## src/rtl/rtc_pkg.sv

```systemverilog
`timescale 1ns/1ps
package rtc_pkg;
  typedef enum logic {
    SRC_INTERNAL = 1'b0,
    SRC_EXTERNAL = 1'b1
  } tick_src_e;
endpackage

```

## src/rtl/rtc_tick_div.sv

```systemverilog
`timescale 1ns/1ps
module rtc_tick_div #(
  parameter int DIV_W = 8
) (
  input  logic             clk,
  input  logic             rst,
  input  logic [DIV_W-1:0] ratio,
  output logic             tick
);
  logic [DIV_W-1:0] phase_q;

  // one-cycle pulse every ratio+1 clocks; >= copes with ratio shrinking
  always_ff @(posedge clk) begin
    if (rst) begin
      phase_q <= '0;
      tick    <= 1'b0;
    end else if (phase_q >= ratio) begin
      phase_q <= '0;
      tick    <= 1'b1;
    end else begin
      phase_q <= phase_q + 1'b1;
      tick    <= 1'b0;
    end
  end
endmodule

```

## src/rtl/rtc_edge_sync.sv

```systemverilog
`timescale 1ns/1ps
module rtc_edge_sync #(
  parameter int STAGES = 2
) (
  input  logic clk,
  input  logic rst,
  input  logic async_in,
  output logic rise
);
  logic [STAGES-1:0] sync_q;
  logic              last_q;

  genvar g;
  generate
    for (g = 0; g < STAGES; g++) begin : g_stage
      if (g == 0) begin : g_first
        always_ff @(posedge clk) begin
          if (rst) sync_q[0] <= 1'b0;
          else     sync_q[0] <= async_in;
        end
      end else begin : g_next
        always_ff @(posedge clk) begin
          if (rst) sync_q[g] <= 1'b0;
          else     sync_q[g] <= sync_q[g-1];
        end
      end
    end
  endgenerate

  always_ff @(posedge clk) begin
    if (rst) last_q <= 1'b0;
    else     last_q <= sync_q[STAGES-1];
  end

  assign rise = sync_q[STAGES-1] & ~last_q;
endmodule

```

## src/rtl/rtc_core.sv

```systemverilog
`timescale 1ns/1ps
module rtc_core #(
  parameter int W = 32
) (
  input  logic         clk,
  input  logic         rst,
  input  logic         tick,
  input  logic         cpu_running,
  input  logic         wr_load,
  input  logic [W-1:0] wr_data,
  input  logic         cmd_enable,
  input  logic         cmd_disable,
  input  logic         irq_clear,
  output logic [W-1:0] count_q,
  output logic         en_q,
  output logic         irq_q
);
  localparam logic [W-1:0] ALL_ONES = '1;

  logic advance;
  logic wrap;

  assign advance = en_q & cpu_running & tick & ~wr_load;
  assign wrap    = advance & (count_q == ALL_ONES);

  always_ff @(posedge clk) begin
    if (rst)          count_q <= '0;
    else if (wr_load) count_q <= wr_data;
    else if (advance) count_q <= count_q + 1'b1;
  end

  always_ff @(posedge clk) begin
    if (rst)              en_q <= 1'b0;
    else if (cmd_disable) en_q <= 1'b0;
    else if (cmd_enable)  en_q <= 1'b1;
  end

  always_ff @(posedge clk) begin
    if (rst)            irq_q <= 1'b0;
    else if (wrap)      irq_q <= 1'b1;
    else if (irq_clear) irq_q <= 1'b0;
  end
endmodule

```

## src/rtl/run_gated_rtc.sv

```systemverilog
`timescale 1ns/1ps
module run_gated_rtc
  import rtc_pkg::*;
#(
  parameter int W           = 32,
  parameter int DIV_W       = 8,
  parameter int SYNC_STAGES = 2
) (
  input  logic             clk,
  input  logic             rst,
  input  logic             cpu_running,
  input  logic             tick_src,
  input  logic [DIV_W-1:0] div_ratio,
  input  logic             ext_tick,
  input  logic             wr_load,
  input  logic [W-1:0]     wr_data,
  input  logic             cmd_enable,
  input  logic             cmd_disable,
  input  logic             irq_clear,
  output logic [W-1:0]     count_out,
  output logic             counting_on,
  output logic             irq_out
);
  logic      int_tick;
  logic      ext_rise;
  logic      sel_tick;
  tick_src_e src;

  assign src = tick_src_e'(tick_src);

  rtc_tick_div #(.DIV_W(DIV_W)) u_div (
    .clk   (clk),
    .rst   (rst),
    .ratio (div_ratio),
    .tick  (int_tick)
  );

  rtc_edge_sync #(.STAGES(SYNC_STAGES)) u_sync (
    .clk      (clk),
    .rst      (rst),
    .async_in (ext_tick),
    .rise     (ext_rise)
  );

  assign sel_tick = (src == SRC_EXTERNAL) ? ext_rise : int_tick;

  rtc_core #(.W(W)) u_core (
    .clk         (clk),
    .rst         (rst),
    .tick        (sel_tick),
    .cpu_running (cpu_running),
    .wr_load     (wr_load),
    .wr_data     (wr_data),
    .cmd_enable  (cmd_enable),
    .cmd_disable (cmd_disable),
    .irq_clear   (irq_clear),
    .count_q     (count_out),
    .en_q        (counting_on),
    .irq_q       (irq_out)
  );
endmodule

```

## config.mk

```make
export PLATFORM = sky130hd
export DESIGN_NAME = run_gated_rtc
export DESIGN_NICKNAME = d
export VERILOG_FILES = /design/src/rtl/rtc_pkg.sv /design/src/rtl/rtc_tick_div.sv /design/src/rtl/rtc_edge_sync.sv /design/src/rtl/rtc_core.sv /design/src/rtl/run_gated_rtc.sv
export SDC_FILE = /design/constraint.sdc
export NUM_CORES = 1
export LEC_CHECK = 0
export BUFFER_PORTS_ARGS = -buffer_cell sky130_fd_sc_hd__buf_2
export CAP_MARGIN = 20
export CORE_MARGIN = 1.5
export CORE_UTILIZATION = 45
export DETAILED_ROUTE_END_ITERATION = 7
export PLACE_DENSITY = 0.76
export SYNTH_ARGS = -nofsm -noshare
export SYNTH_HDL_FRONTEND = slang
export SYNTH_SLANG_ARGS = --single-unit
```

## constraint.sdc

```tcl
create_clock -name clk -period 2.5 [get_ports clk]
set_input_delay 0.5 -clock clk [delete_from_list [all_inputs] [get_ports clk]]
set_output_delay 0.5 -clock clk [all_outputs]
set_load 0.01 [all_outputs]
```

==> run summary <==
DRT iter0 DRCs - 115
Post-route ant nets - 0
Nets - 428
Mapped cell area - 2540 µm²
VDD IR-drop max - 0.345 mV
Final hold vios - 0
EDFF count, synth - 0
Mean post-synth cell area - 8.75 µm²
Core Footprint - 5470 µm²
FP Rows - 27
Clk_lat worst skew - 0.30 ns
Post-place setup slack - 0.172 ns
Vias - 2,356
Tightest Pin Transition - 0.662 ns
Clock sinks - 46
Register area - 921 µm²
Largest net degree at the start of global routing - 30
FMAX - 476 MHz
CTS H-tree depth - 2
Fin crit share - 84.0%
Min-delay worst type - in -> reg
Post-CTS Resized - 0
Final setup margin - 0.401 ns
Rel. slew slack - 55.4%
Drt pass-1 iters - 4
Ant. Diodes - 0
Synth top area cells - dfxtp_1 (36%), xor2_1 (9.3%), a211oi_1 (7.7%)
Final min period - 2.10 ns
Placement-stage cell area - 3010 µm²
Io pins - 83
Starting Density - 46.4%
Number of I/O port buffers - 82
Maxcap violations - 0
Die Area - 6100 µm²
Initial antenna violation count - 0
Fill count - 509
Vias in the first global route - 2,260
Mapped Nets - 349
Ys async rst share - 0%
Drc violations - 0
Final setup TNS - 0 ns
Crit path launch type - flop
CP required - 2.71 ns
Status - finished clean
PwrDens - 544 nW/µm²
Clock skew - 0.00725 ns
Total CTS buffers - 5
Register bit total from synthesis - 46
WS Path Type - reg -> reg
Yosys cell types - 46
CP max FO - 9
Gpl congestion - 0.798
Combined area of the multi-input logic cells - 1500 µm²
Seq/Total Area, Yosys - 36.3%
Fin area - 3150 µm²
Clk slew on worst S/H paths - 0.09 ns
Pins Over Slew Limit - 0
Syn-to-layout area delta - 24.1%
Setup Fix Bufs, Post-CTS - 0
Count leader, synth - dfxtp_1
Placed wire-length estimate - 4710 µm
Syn. warnings - 0
Vias per inst - 5.33
Die span in x - 78.1 µm
CTS Hold Bufs - 0
Share of the synthesized area in the top cell type - 36.3%
Layout cells sized above 1 - 29.2%
Crit path DAT - 2.31 ns
GRT overflow - 0
Average routed wire per standard cell - 14.0 µm
Synthesized netlist cell count - 290
Crit. End Element - flop
Cell taking the most area after synthesis - dfxtp_1
Finish-stage setup viols - 0
First-pass GRT wire length - 10,200 µm
RSZ-0062 raised after global routing - no
Clock root buffer master - clkbuf_8
Die height - 78.1 µm
CTS tree - yes
Most frequent cells after synthesis - dfxtp_1 (46), nor2_1 (36), xor2_1 (27), a211oi_1 (26), nand4_1 (19)
Drt total wl - 6190 µm
Max Root-Sink Buffers - 2
Primary FF master, synth - dfxtp_1
Total GRT Usage - 21.1%
Leakage dissipation - 1.35 nW
per-stage QoR:
stage	hold WS, ns	utilization (%)	total power [mW]	instances
floorplan	0.414	-	0.962	290
global placement	0.422	55.0	1.06	434
detailed placement	0.426	55.0	1.07	434
CTS	0.339	57.5	1.73	442
global route	0.338	57.5	1.80	442
finish	0.344	57.5	1.71	442
final timing paths:
kind | from | end | slack [ns] | cells after the start
worst min register to register | u_sync.sync_q[0]$_SDFF_PP0_ | u_sync.sync_q[1]$_SDFF_PP0_ | 0.44 | 1
worst max-delay path | u_div.phase_q[0]$_SDFF_PP0_ | u_div.tick$_SDFF_PP0_ | 0.40 | 7
worst max register to register | u_div.phase_q[0]$_SDFF_PP0_ | u_div.tick$_SDFF_PP0_ | 0.40 | 7
worst min-delay path | cmd_disable | u_core.en_q$_SDFFE_PP0P_ | 0.34 | 2
cells in the final DEF (no fill, tap or decap), types with 2 or more instances in the layout:
cell	netlist	layout
clkbuf_8	0	5
nand2b_1	2	2
nor4_1	2	2
and3_1	6	6
or3_1	2	2
nor3b_1	3	3
nand3_2	2	2
dfxtp_1	46	46
a21oi_1	4	4
nand3_1	15	15
o21ai_0	3	3
nor2_1	36	36
a311oi_1	2	2
nor2b_1	3	3
and4_1	2	2
buf_2	0	82
nand4_1	19	19
inv_1	10	10
ha_1	10	10
xor2_1	27	27
nor3_1	10	10
bufinv_16	0	2
buf_4	2	7
xnor2_1	7	7
nand2_1	11	11
a211oi_1	26	26
and2_1	5	5
o22ai_1	2	2
logic make-up after synthesis:
| family | count (synthesis) | synth area share [%] |
|---|---|---|
| simple gates | 125 | 27.3 |
| compound gates | 47 | 14.8 |
| flops | 46 | 36.3 |
| xor+xnor | 34 | 11.7 |
| buf+inv | 27 | 4.59 |
| fa+ha+maj | 10 | 4.93 |
| mux | 1 | 0.394 |
power breakdown:
part,internal [mW],switching (mW)
Clock,0.401,0.265
Combinational,0.109,0.112
Sequential,0.775,0.0536
layout make-up:
type                    count  area share [%]
clock inverters             3            2.19
inverters                  10            1.19
flip-flops and latches     46            29.2
multi-input cells         217            47.6
repair buffers             89            14.7
clock buffers               5            2.19
well taps                  72            2.86
routing by layer:
| metal | global-route usage, % | vias up | share of wire, % | wire, µm |
|---|---|---|---|---|
| met5 | 0 | - | 0 | 0 |
| met4 | 4.46 | 0 | 0.65 | 40 |
| met3 | 6.51 | 5 | 5.9 | 368 |
| met2 | 35.9 | 61 | 48 | 2980 |
| met1 | 26.2 | 1087 | 45 | 2800 |
| li1 | - | 1203 | - | - |
worst max-delay path, cell delays in order (launching register included):
cell	delay, ns
dfxtp_1	0.39
inv_1	0.06
ha_1	0.26
nand2b_1	0.13
a2111oi_0	0.38
o21bai_1	0.13
a221o_1	0.45
and2_1	0.20
registers in the layout, indices dropped and copies added (netlist names):
register and flops:
u_sync.sync_q 2, u_sync.last_q 1, u_core.en_q 1, u_core.count_q 32, u_div.phase_q 8, u_core.irq_q 1, u_div.tick 1
Note: power is estimated with default switching activity, not from simulation.
